<file path="config.mk">
export PLATFORM = sky130hd
export DESIGN_NAME = serial_dec_conv
export DESIGN_NICKNAME = d
export VERILOG_FILES = /design/src/rtl/sdc_pkg.sv /design/src/rtl/sdc_serial_alu.sv /design/src/rtl/sdc_digit_bank.sv /design/src/rtl/sdc_blank_mask.sv /design/src/rtl/serial_dec_conv.sv
export SDC_FILE = /design/constraint.sdc
export NUM_CORES = 1
export LEC_CHECK = 0
export BUFFER_PORTS_ARGS = -buffer_cell sky130_fd_sc_hd__buf_2
export CAP_MARGIN = 10
export CELL_PAD_IN_SITES_DETAIL_PLACEMENT = 1
export CELL_PAD_IN_SITES_GLOBAL_PLACEMENT = 2
export CORE_UTILIZATION = 35
export DETAILED_ROUTE_END_ITERATION = 12
export PLACE_DENSITY_LB_ADDON = 0.1
export SYNTH_ARGS = -nofsm -noshare
export SYNTH_HDL_FRONTEND = slang
export SYNTH_SLANG_ARGS = --single-unit
export TNS_END_PERCENT = 30
</file>
<file path="constraint.sdc">
create_clock -name clk -period 3.93 [get_ports clk]
set_input_delay 0.393 -clock clk [delete_from_list [all_inputs] [get_ports clk]]
set_output_delay 0.393 -clock clk [all_outputs]
set_load 0.1 [all_outputs]
</file>
<file path="src/rtl/sdc_pkg.sv">
package sdc_pkg;

  typedef enum logic [2:0] {
    ST_IDLE,
    ST_MTEST,
    ST_ADD,
    ST_DTEST,
    ST_SUB,
    ST_FIN
  } sdc_state_t;

  // Number of decimal digits needed for the largest w-bit unsigned value.
  function automatic int dec_digits(input int w);
    longint unsigned v;
    int n;
    v = (longint'(1) << w) - 1;
    n = 1;
    v = v / 10;
    while (v != 0) begin
      n = n + 1;
      v = v / 10;
    end
    return n;
  endfunction

endpackage

</file>
<file path="src/rtl/sdc_serial_alu.sv">
module sdc_serial_alu (
  input  logic clk,
  input  logic rst,
  input  logic clr,
  input  logic en,
  input  logic sub_mode,
  input  logic a_bit,
  input  logic b_bit,
  output logic res_bit,
  output logic cy_next
);

  logic cy_q;

  always_comb begin
    res_bit = a_bit ^ b_bit ^ cy_q;
    if (sub_mode)
      cy_next = (~a_bit & b_bit) | (~(a_bit ^ b_bit) & cy_q);
    else
      cy_next = (a_bit & b_bit) | ((a_bit ^ b_bit) & cy_q);
  end

  always_ff @(posedge clk) begin
    if (rst || clr)
      cy_q <= 1'b0;
    else if (en)
      cy_q <= cy_next;
  end

endmodule

</file>
<file path="src/rtl/sdc_digit_bank.sv">
module sdc_digit_bank #(
  parameter int NUM_DIG = 7,
  parameter int IDX_W   = 3
) (
  input  logic                   clk,
  input  logic                   rst,
  input  logic                   clr,
  input  logic                   we,
  input  logic [IDX_W-1:0]       widx,
  input  logic [3:0]             wdata,
  output logic [NUM_DIG*4-1:0]   q
);

  always_ff @(posedge clk) begin
    if (rst || clr) begin
      q <= '0;
    end else if (we) begin
      for (int i = 0; i < NUM_DIG; i++) begin
        if (widx == IDX_W'(i))
          q[i*4 +: 4] <= wdata;
      end
    end
  end

endmodule

</file>
<file path="src/rtl/sdc_blank_mask.sv">
module sdc_blank_mask #(
  parameter int NUM_DIG = 7,
  parameter int DP_POS  = 1
) (
  input  logic [NUM_DIG*4-1:0] digits,
  output logic [NUM_DIG-1:0]   blank
);

  logic [NUM_DIG:0] zero_from;

  assign zero_from[NUM_DIG] = 1'b1;

  for (genvar g = NUM_DIG - 1; g >= 0; g--) begin : g_digit
    assign zero_from[g] = (digits[g*4 +: 4] == 4'd0) & zero_from[g+1];
    if (g > DP_POS) begin : g_lead
      assign blank[g] = zero_from[g];
    end else begin : g_keep
      assign blank[g] = 1'b0;
    end
  end

endmodule

</file>
<file path="src/rtl/serial_dec_conv.sv">
module serial_dec_conv #(
  parameter  int DATA_W  = 16,
  parameter  int GAIN_W  = 4,
  parameter  int DP_POS  = 1,
  localparam int ACC_W   = DATA_W + GAIN_W,
  localparam int NUM_DIG = sdc_pkg::dec_digits(ACC_W)
) (
  input  logic                 clk,
  input  logic                 rst,
  input  logic                 start_i,
  input  logic [DATA_W-1:0]    data_i,
  input  logic [GAIN_W-1:0]    gain_i,
  output logic                 busy_o,
  output logic                 done_o,
  output logic [NUM_DIG*4-1:0] digits_o,
  output logic [NUM_DIG-1:0]   blank_o,
  output logic [NUM_DIG-1:0]   dp_o
);

  import sdc_pkg::*;

  localparam int BPOS_W = $clog2(ACC_W);
  localparam int DIDX_W = (NUM_DIG > 1) ? $clog2(NUM_DIG) : 1;
  localparam logic [ACC_W-1:0] TEN_EXT = ACC_W'(10);

  sdc_state_t          state;
  logic [ACC_W-1:0]    val;
  logic [ACC_W-1:0]    quot;
  logic [DATA_W-1:0]   opnd;
  logic [GAIN_W-1:0]   mcnt;
  logic [BPOS_W-1:0]   bpos;
  logic [DIDX_W-1:0]   didx;
  logic                busy_q;
  logic                done_q;
  logic [NUM_DIG*4-1:0] digits_q;
  logic [NUM_DIG-1:0]  blank_q;

  logic [ACC_W-1:0]    opnd_ext;
  logic                alu_a, alu_b, alu_res, alu_cy;
  logic                alu_en, alu_clr, alu_sub;
  logic                add_last, sub_last, below_ten;
  logic                bank_we, bank_clr;
  logic [NUM_DIG*4-1:0] bank_q;
  logic [NUM_DIG-1:0]  blank_mask;

  assign opnd_ext  = ACC_W'(opnd);
  assign alu_sub   = (state == ST_SUB);
  assign alu_en    = (state == ST_ADD) || (state == ST_SUB);
  assign alu_clr   = (state == ST_MTEST) || (state == ST_DTEST);
  assign alu_a     = val[bpos];
  assign alu_b     = alu_sub ? TEN_EXT[bpos] : opnd_ext[bpos];
  assign below_ten = (val < TEN_EXT);

  // A pass ends once the operand is exhausted and nothing is rippling.
  assign add_last = ((bpos >= BPOS_W'(DATA_W - 1)) && !alu_cy) ||
                    (bpos == BPOS_W'(ACC_W - 1));
  assign sub_last = ((bpos >= BPOS_W'(3)) && !alu_cy) ||
                    (bpos == BPOS_W'(ACC_W - 1));

  assign bank_clr = (state == ST_IDLE) && start_i;
  assign bank_we  = (state == ST_DTEST) && below_ten;

  sdc_serial_alu u_alu (
    .clk      (clk),
    .rst      (rst),
    .clr      (alu_clr),
    .en       (alu_en),
    .sub_mode (alu_sub),
    .a_bit    (alu_a),
    .b_bit    (alu_b),
    .res_bit  (alu_res),
    .cy_next  (alu_cy)
  );

  sdc_digit_bank #(
    .NUM_DIG (NUM_DIG),
    .IDX_W   (DIDX_W)
  ) u_bank (
    .clk   (clk),
    .rst   (rst),
    .clr   (bank_clr),
    .we    (bank_we),
    .widx  (didx),
    .wdata (val[3:0]),
    .q     (bank_q)
  );

  sdc_blank_mask #(
    .NUM_DIG (NUM_DIG),
    .DP_POS  (DP_POS)
  ) u_blank (
    .digits (bank_q),
    .blank  (blank_mask)
  );

  always_ff @(posedge clk) begin
    if (rst) begin
      state    <= ST_IDLE;
      val      <= '0;
      quot     <= '0;
      opnd     <= '0;
      mcnt     <= '0;
      bpos     <= '0;
      didx     <= '0;
      busy_q   <= 1'b0;
      done_q   <= 1'b0;
      digits_q <= '0;
      blank_q  <= '0;
    end else begin
      done_q <= 1'b0;
      unique case (state)
        ST_IDLE: begin
          if (start_i) begin
            opnd   <= data_i;
            mcnt   <= gain_i;
            val    <= '0;
            quot   <= '0;
            didx   <= '0;
            busy_q <= 1'b1;
            state  <= ST_MTEST;
          end
        end
        ST_MTEST: begin
          bpos  <= '0;
          state <= (mcnt == '0) ? ST_DTEST : ST_ADD;
        end
        ST_ADD: begin
          val[bpos] <= alu_res;
          if (add_last) begin
            mcnt  <= mcnt - 1'b1;
            state <= ST_MTEST;
          end else begin
            bpos <= bpos + 1'b1;
          end
        end
        ST_DTEST: begin
          bpos <= '0;
          if (below_ten) begin
            if ((didx == DIDX_W'(NUM_DIG - 1)) || (quot == '0)) begin
              state <= ST_FIN;
            end else begin
              val  <= quot;
              quot <= '0;
              didx <= didx + 1'b1;
            end
          end else begin
            state <= ST_SUB;
          end
        end
        ST_SUB: begin
          val[bpos] <= alu_res;
          if (sub_last) begin
            quot  <= quot + 1'b1;
            state <= ST_DTEST;
          end else begin
            bpos <= bpos + 1'b1;
          end
        end
        ST_FIN: begin
          digits_q <= bank_q;
          blank_q  <= blank_mask;
          done_q   <= 1'b1;
          busy_q   <= 1'b0;
          state    <= ST_IDLE;
        end
        default: state <= ST_IDLE;
      endcase
    end
  end

  for (genvar g = 0; g < NUM_DIG; g++) begin : g_dp
    assign dp_o[g] = (DP_POS > 0) && (g == DP_POS);
  end

  assign busy_o   = busy_q;
  assign done_o   = done_q;
  assign digits_o = digits_q;
  assign blank_o  = blank_q;

endmodule

</file>
# Yosys cells after proc, flatten, opt, wreduce, memory -nomap -nowiden
# Memories as Yosys holds them, arrays and structs flattened. A register that Yosys moved wholly into a read port is not among the register bits.
# Index checks and enable logic that the tools add are counted.
# word_totals
reg_bits,135
latchBits,0
ram_bits,0
mem_bits_ro,32
in_bits,23
out_inout_bits,44
word_cells,148
memories,1
# mem_list
name,depth,word_bits,rd,rd_ports_with_merged_regs,write_ports,line,text
(name not given),32,1,1,1,0,serial_dec_conv.sv:51,assign alu_b = alu_sub ? TEN_EXT[bpos] : opnd_ext[bpos];
# op_classes
add_sub_neg,4
multipliers,0
div,0
magnitude_cmp,5
eq_ne,20
shift,0
muxes,40
bitwise_logic,14
reduce_logical,45
# op_table
op,count
$mux W20,6
$pmux W20 S3,2
$logic_not A4 Y1,6
$mux W3,8
$add A20 B1 Y20 const B,1
$bwmux W20,1
$logic_not A20 Y1,1
$lt A20 B4 Y1 const B,1
$mux W5,4
$reduce_and A2 Y1,9
$eq A3 B3 Y1 const B,5
$pmux W3 S5,1
$pmux W5 S3,1
$eq A3 B2 Y1 const B,4
$ne A2 B2 Y1 const B,6
$reduce_and A4 Y1,3
$bmux W1 S5,2
$mux W1,9
$reduce_bool A3 Y1,3
$and A1 B1 Y1,8
$mux W4,2
$pmux W4 S2,1
$logic_or A1 B1 Y1,7
$eq A3 B1 Y1 const B,2
other kinds (23),35

# Depth between registers and ports, before layout
# Gate-level depths: netlist (run 1).
# depth
depth_word,15
ltp_mapped,13
mapped_depth_nobuf,10

# Hierarchy
# A second synthesis (run 1) with hierarchy kept.
# unflattened
hier_cells,836
area_unflattened_um2,7050.5
# modules_own_cells
mod,n_inst,cells_each,area_each_um2
serial_dec_conv,1,702,5595.4
sdc_digit_bank,1,110,1253.7
sdc_serial_alu,1,11,108.9
sdc_blank_mask,1,13,92.6

# Least setup slack after synthesis (run 1)
# No wires, ideal clock.
# synth_path
path_type,register to register
start,register bpos[0]
end,register with a tool-made name
arrival_ns,3.361
t_required_ns,3.838
setup_slack_ns,0.477
stages_incl_launch_ff,11
synth_period_minus_slack_ns,3.453
path_cell_list,dfxtp_1 buf_2 mux4_2 mux4_2 a22o_1 fa_1 a32oi_1 nor2_1 o221a_2 a31o_2 nor4_1
# synth_rtl
element,line,text
start: declaration,serial_dec_conv.sv:31,logic [BPOS_W-1:0] bpos;
start signal: assignment,serial_dec_conv.sv:133,bpos <= bpos + 1'b1;
start signal: assignment,serial_dec_conv.sv:156,bpos <= bpos + 1'b1;

==> reports/qor.csv, run 1 <==
stage;metric;value;unit
place;HPWL Detailed;14320;um
final_layout;area grow syn2layout;14.83;%
final_layout;share of cells above drive strength 1;16.47;%
detailed_routing;Residual DRC;0;
yosys;Synth Flop Type;dfxtp_1;
global_routing;largest net degree at the start of global routing;68;
sta;post-layout min period;3.683;ns
sta;Final Cycle Share;93.71;%
yosys;sequential fraction of the synthesis area;40.53;%
critical_path;CP Capture Type;flip-flop;
sta;RSZ-0062 raised after global routing;false;
place;I/O Buffers;57;
final_layout;Reg area;2724;um^2
detailed_routing;Vias/cell;5.637;
power_and_ir_drop;power density cells;553.1;nW/um^2
final_layout;area taken by multi-input logic gates;3628;um^2
floorplanning;die area;19750;um^2
sta;max-slew violations;0;
global_routing;vias in the first global route;6245;
sta;relative slew slack;45.58;%
floorplanning;initial core utilization;35.79;%
sta;Clock Skew;0.01305;ns
floorplanning;area of the core;18770;um^2
detailed_routing;vias;6178;
clock_tree;number of CTS-inserted buffers;17;
clock_tree;Post-CTS Setup Inserts;0;
sta;f_max;0.2715;GHz
clock_tree;number of hold buffers added after CTS;0;
outcome;status;complete, no violations;
sta;Tightest Pin Transition;0.8153;ns
clock_tree;H-tree depth;4;
sta;setup TNS;0;ns
clock_tree;CTS tree;done;
critical_path;CP top delay family;multiplexers;
clock_tree;CTS clk-pin slew, worst paths;0.07;ns
final_layout;n_diodes;0;
final_layout;Layout Utilization;41.10;%
power_and_ir_drop;Leak Pwr;0.002753;uW
yosys;Yosys warnings;0;
global_routing;gr usage total;21.54;%
place;Final GP Congestion;0.7850;
power_and_ir_drop;worst vdd ir;0.3126;mV
floorplanning;die width;140.5;um
critical_path;crit path launch type;flip-flop;
critical_path;Setup CP Type;flip-flop to flip-flop;
global_routing;global-route wire length before repair;33540;um
global_routing;grt ovf;0;
detailed_routing;post-route ant nets;0;
sta;fin worst setup slack;0.2472;ns
yosys;synthesized flop and latch total;136;
final_layout;# fillers;2274;
final_layout;final net count;888;
detailed_routing;Avg WL per Cell;18.76;um
global_routing;initial antenna violation count;0;
clock_tree;post_cts resized;0;
detailed_routing;Routed WL;20560;um
critical_path;cells along the critical path;buf_4 -> mux4_2 -> mux4_2 -> a22oi_1 -> inv_1 -> fa_1 -> nor2_1 -> a22oi_2 -> o221a_2 -> a31o_2 -> nor4_1;
yosys;Async S/R FF share, synth;0;%
detailed_routing;First-pass DRT Iterations;4;
yosys;synthesized area per cell;8.113;um^2
clock_tree;Num Clock Sinks;136;
clock_tree;clk_lat worst skew;0.43;ns
clock_tree;Longest Clk Path Bufs;2;
critical_path;Buf/Inv on CP;2;
sta;final hold violation count;0;
sta;Setup Viol. Count Final;0;
power_and_ir_drop;Overall Power;4267;uW
clock_tree;clock root cell;clkbuf_16;
run;MaxCap Viol Count;0;
floorplanning;Rows;50;
yosys;EDFF count, synth;0;
yosys;Netlist Area Pre-Place;6718;um^2
yosys;post-synthesis cell count;828;
floorplanning;I/O pins;67;
critical_path;crit path max fanout;11;
critical_path;slowest cell delay on critical path;0.53;ns
yosys;Synth cell types;58;
critical_path;WP data required;4.25;ns
worst_hold_path;worst hold path class;input port to flip-flop;
critical_path;CP most frequent cell;mux4_2;
detailed_routing;drt initial violations;224;
critical_path;Crit-path slowest cell;mux4_2;
floorplanning;Die Height;140.5;um
place;pre-CTS setup slack;0.1751;ns
critical_path;Crit path arrival time;4.00;ns
logic make-up (layout without fill, tap and decap cells):
| kind of cell | count (synthesis) | count (layout) | share of synthesized area [%] |
|---|---|---|---|
| buffers and inverters | 94 | 121 | 6.277 |
| adders and majority gates | 16 | 16 | 3.204 |
| AOI/OAI and AO/OA | 244 | 244 | 23.47 |
| other | 2 | 9 | 0.1118 |
| DFF | 136 | 136 | 40.53 |
| muxes | 19 | 19 | 4.880 |
| and+or+nand+nor | 317 | 317 | 21.53 |
state kept, by name, summed over array words and instances (netlist names), named ones only:
register	count
digits_o	28
u_bank.q	28
quot	20
val	20
opnd	16
blank_o	5
bpos	5
mcnt	4
didx	3
state	3
busy_o	1
done_o	1
u_alu.cy_q	1
stage by stage:
step,instance area (um^2),hold WS (ns),std cells
floorplan,6744,0.4322,835
global placement,7108,0.4394,1064
detailed placement,7108,0.4460,1064
CTS,7712,0.1889,1096
global route,7714,0.1929,1096
finish,7714,0.2013,1096
Yosys cell counts, types with 2 or more instances:
master     number  area share [%]
clkbuf_1       50             2.8
or3_1           3            0.28
a2111oi_0       2            0.26
mux4_2         11             3.7
or2_2           3            0.28
dfxtp_1       136              41
a31o_2          2            0.26
a21oi_1        95             7.1
a32oi_1         3            0.39
nand3_1        39             2.9
fa_1            2            0.60
nor4b_1         4            0.52
and2_1          5            0.47
nor2_2          2            0.19
or3b_1          2            0.26
a211oi_2       10             1.9
inv_1          17            0.95
nor3_1          8            0.60
a311oi_1       15             2.0
a22oi_1        23             2.6
buf_4          12             1.3
ha_1           14             2.6
or4_1           4            0.45
and4_1          2            0.26
a22o_1          2            0.26
nand2_1       139             7.8
nor4_1         15             1.4
nor2_1         66             3.7
nand4_1         4            0.37
nand2b_1        3            0.28
nor2b_1         5            0.47
o21a_1          2            0.22
and3_1          9            0.84
a211oi_1       13             1.5
a221oi_1        2            0.26
conb_1          2            0.11
a31oi_1        29             2.7
o21ai_0        35             2.6
mux2i_1         8             1.2
buf_2          12            0.89
worst register-to-register path: cells and delay by family (launching register included):
kind / cells / cell delay [ns]
AND/OR/NAND/NOR: 2 / 0.46
AO/OA/AOI/OAI: 4 / 0.86
flip-flops: 1 / 0.41
adder cells (fa/ha/maj): 1 / 0.46
buffers and inverters: 2 / 0.37
multiplexers: 2 / 1.01
cell type report:
| type | instances | area share [%] |
|---|---|---|
| clock buffer | 18 | 5.693 |
| multi-input combinational | 605 | 47.04 |
| clock inverter | 14 | 2.141 |
| sequential | 136 | 35.31 |
| timing repair buffer | 72 | 5.191 |
| tap | 234 | 3.796 |
| inverter | 17 | 0.8273 |
power by group:
group	total [uW]	switching, uW	internal, uW	leakage [uW]
clock	1660	687	970	0.000295
sequential	1590	114	1470	0.00110
combinational	1020	675	347	0.00135
final timing paths:
| path | from | endpoint | slack [ns] | cells past startpoint |
|---|---|---|---|---|
| setup / recovery | bpos[0] | flip-flop | 0.25 | 11 |
| hold / removal | data_i[11] | opnd[11] | 0.20 | 3 |
| setup reg to reg | bpos[0] | flip-flop | 0.25 | 11 |
| hold reg to reg | digits_o[20] | digits_o[20] | 0.45 | 2 |
routing by layer:
layer  part of all wire (%)  vias to the layer above  routed length [um]  global-route usage, %
li1                       -                     3009                   -                      -
met1                     45                     3047                9270                  26.44
met2                     50                       98               10340                  37.89
met3                    2.9                       24                 605                  3.897
met4                    1.7                        0                 344                  7.208
met5                      0                        -                   0                      0
placed cells by master (no fill, tap or decap), types with 16 or more instances in the layout:
cell       netlist  layout
a21oi_1         95      95
inv_1           17      17
o21ai_0         35      35
buf_4           12      16
dfxtp_1        136     135
buf_2           12      56
nor2_1          66      65
a31oi_1         29      29
nand2_1        139     139
nand3_1         39      39
clkbuf_16        0      17
a22oi_1         23      23
(Power assumes the default switching activity.)
==> run 2: changes to the inputs <==
--- a/config.mk
+++ b/config.mk
@@ -12,6 +12,7 @@
 export CORE_UTILIZATION = 35
 export DETAILED_ROUTE_END_ITERATION = 12
 export PLACE_DENSITY_LB_ADDON = 0.1
+export RECOVER_POWER = 50
 export SYNTH_ARGS = -nofsm -noshare
 export SYNTH_HDL_FRONTEND = slang
 export SYNTH_SLANG_ARGS = --single-unit
==> reports/qor.csv, run 2 (synthesis gave the netlist of run 1 again) <==
stage;metric;value;unit;change
critical_path;WP data required;4.24;ns;was 4.25 ns
critical_path;slowest cell delay on critical path;0.52;ns;was 0.53 ns
clock_tree;Num Clock Sinks;136;;unchanged
power_and_ir_drop;Overall Power;4259;uW;was 4267 uW
detailed_routing;vias;6174;;was 6178
detailed_routing;Avg WL per Cell;18.79;um;was 18.76 um
floorplanning;I/O pins;67;;unchanged
floorplanning;Die Height;140.5;um;unchanged
final_layout;final net count;888;;unchanged
detailed_routing;Residual DRC;0;;unchanged
final_layout;share of cells above drive strength 1;12.18;%;was 16.47%
outcome;status;complete, but fails checks;;was complete, no violations
power_and_ir_drop;power density cells;555.5;nW/um^2;was 553.1 nW/um^2
clock_tree;CTS tree;done;;unchanged
sta;max-slew violations;36;;was 0
place;Final GP Congestion;0.7850;;unchanged
global_routing;gr usage total;21.54;%;unchanged
global_routing;initial antenna violation count;0;;unchanged
floorplanning;die width;140.5;um;unchanged
sta;f_max;0.2722;GHz;was 0.2715 GHz
clock_tree;clk_lat worst skew;0.43;ns;about the same
sta;Clock Skew;0.01289;ns;was 0.01305 ns
final_layout;n_diodes;0;;unchanged
final_layout;# fillers;2277;;was 2274
final_layout;area grow syn2layout;14.12;%;was 14.83%
critical_path;Crit path arrival time;3.99;ns;was 4.00 ns
place;HPWL Detailed;14320;um;unchanged
clock_tree;H-tree depth;4;;unchanged
clock_tree;clock root cell;clkbuf_16;;unchanged
power_and_ir_drop;worst vdd ir;0.3115;mV;was 0.3126 mV
detailed_routing;drt initial violations;235;;was 224
final_layout;commonest non-fill, non-tap cell in the layout;nand2_1;;unchanged
global_routing;vias in the first global route;6245;;unchanged
sta;RSZ-0062 raised after global routing;false;;unchanged
floorplanning;area of the core;18770;um^2;unchanged
sta;Setup Viol. Count Final;0;;unchanged
detailed_routing;Routed WL;20600;um;was 20560 um
power_and_ir_drop;Leak Pwr;0.002595;uW;was 0.002753 uW
critical_path;CP most frequent cell;mux4_2;;unchanged
clock_tree;number of hold buffers added after CTS;0;;unchanged
outcome;failing checks;max-capacitance violations, max-slew violations;;
critical_path;Crit-path slowest cell;mux4_2;;unchanged
global_routing;grt ovf;0;;unchanged
critical_path;crit path max fanout;11;;unchanged
critical_path;CP Capture Type;flip-flop;;unchanged
sta;Final Cycle Share;93.48;%;was 93.71%
critical_path;cells along the critical path;buf_4 -> mux4_2 -> mux4_2 -> a22oi_1 -> inv_1 -> fa_1 -> nor2_1 -> a22oi_2 -> o221a_2 -> a31o_2 -> nor4_1;;unchanged
sta;setup TNS;0;ns;unchanged
sta;post-layout min period;3.674;ns;was 3.683 ns
place;I/O Buffers;57;;unchanged
floorplanning;Rows;50;;unchanged
sta;Tightest Pin Transition;1.896;ns;was 0.8153 ns
place;Area after DPL;7108;um^2;unchanged
floorplanning;die area;19750;um^2;unchanged
run;MaxCap Viol Count;1;;was 0
clock_tree;CTS clk-pin slew, worst paths;0.07;ns;about the same
final_layout;most frequent cells in the layout;nand2_1, dfxtp_1, a21oi_1;;unchanged
final_layout;design area;7666;um^2;was 7714 um^2
critical_path;Setup CP Type;flip-flop to flip-flop;;unchanged
global_routing;global-route wire length before repair;33540;um;unchanged
global_routing;largest net degree at the start of global routing;68;;unchanged
sta;final hold violation count;0;;unchanged
floorplanning;initial core utilization;35.79;%;unchanged
detailed_routing;Vias/cell;5.633;;was 5.637
detailed_routing;First-pass DRT Iterations;4;;unchanged
sta;relative slew slack;-26.41;%;was 45.58%
clock_tree;Longest Clk Path Bufs;2;;unchanged
worst_hold_path;worst hold path class;input port to flip-flop;;unchanged
critical_path;Buf/Inv on CP;2;;unchanged
detailed_routing;post-route ant nets;0;;unchanged
critical_path;crit path launch type;flip-flop;;unchanged
critical_path;CP top delay family;multiplexers;;unchanged
clock_tree;number of CTS-inserted buffers;17;;unchanged
[run 2: changes by cell type in the layout (fill, tap and decap cells not counted)]
cell / delta
buf_4: -1
or2_0: +1
clkbuf_1: +36
buf_2: -35
or2_2: -1
[run 2: metrics by stage]
stage / utilization [%] / std cells / hold WS (ns) / setup slack, ns
6_report: 40.85 / 1096 / 0.2021 / 0.2562
2_1_floorplan: - / 835 / 0.4322 / 0.4769
3_3_place_gp: 37.87 / 1064 / 0.4394 / 0.4106
4_1_cts: 41.09 / 1096 / 0.1889 / 0.09096
5_1_grt: 40.85 / 1096 / 0.1929 / 0.01107
3_5_place_dp: 37.87 / 1064 / 0.4460 / 0.1751
[run 2: power by group]
part	switching, uW	leakage (uW)	internal (uW)
clock	684	0.000295	970
sequential	113	0.00110	1470
combinational	675	0.00120	343
[run 2: final cells by class]
class / count / area [um^2] / area share, %
clock buffer: 18 / 439.2 / 5.729
clock inverter: 14 / 165.2 / 2.154
tap: 234 / 292.8 / 3.819
timing repair buffer: 72 / 352.8 / 4.603
inverter: 17 / 63.81 / 0.8324
multi-input combinational: 605 / 3628 / 47.33
sequential: 136 / 2724 / 35.53
[run 2: final timing paths]
check	from	endpoint	slack (ns)	cells past startpoint
hold reg to reg	digits_o[20]	digits_o[20]	0.45	2
hold / removal	data_i[11]	opnd[11]	0.20	3
setup reg to reg	bpos[0]	flip-flop	0.26	11
setup / recovery	bpos[0]	flip-flop	0.26	11
[run 2: tightest hold or removal path: stages]
cell and delay [ns]:
buf_2 0.09, nand2_1 0.04, a21oi_1 0.05
[run 2: layer usage]
metal  up-vias  wire (um)  global-route usage, %
met5         -          0                      0
met4         0        321                  7.208
met3        21        622                  3.897
met2       109      10380                  37.89
met1      3034       9279                  26.44
li1       3010          -                      -
[run 2: repair_timing]
action / CTS / global route
setup buffers: 0 / 0
setup endpoints to repair: 0 / 3
gates resized for setup: 0 / 1
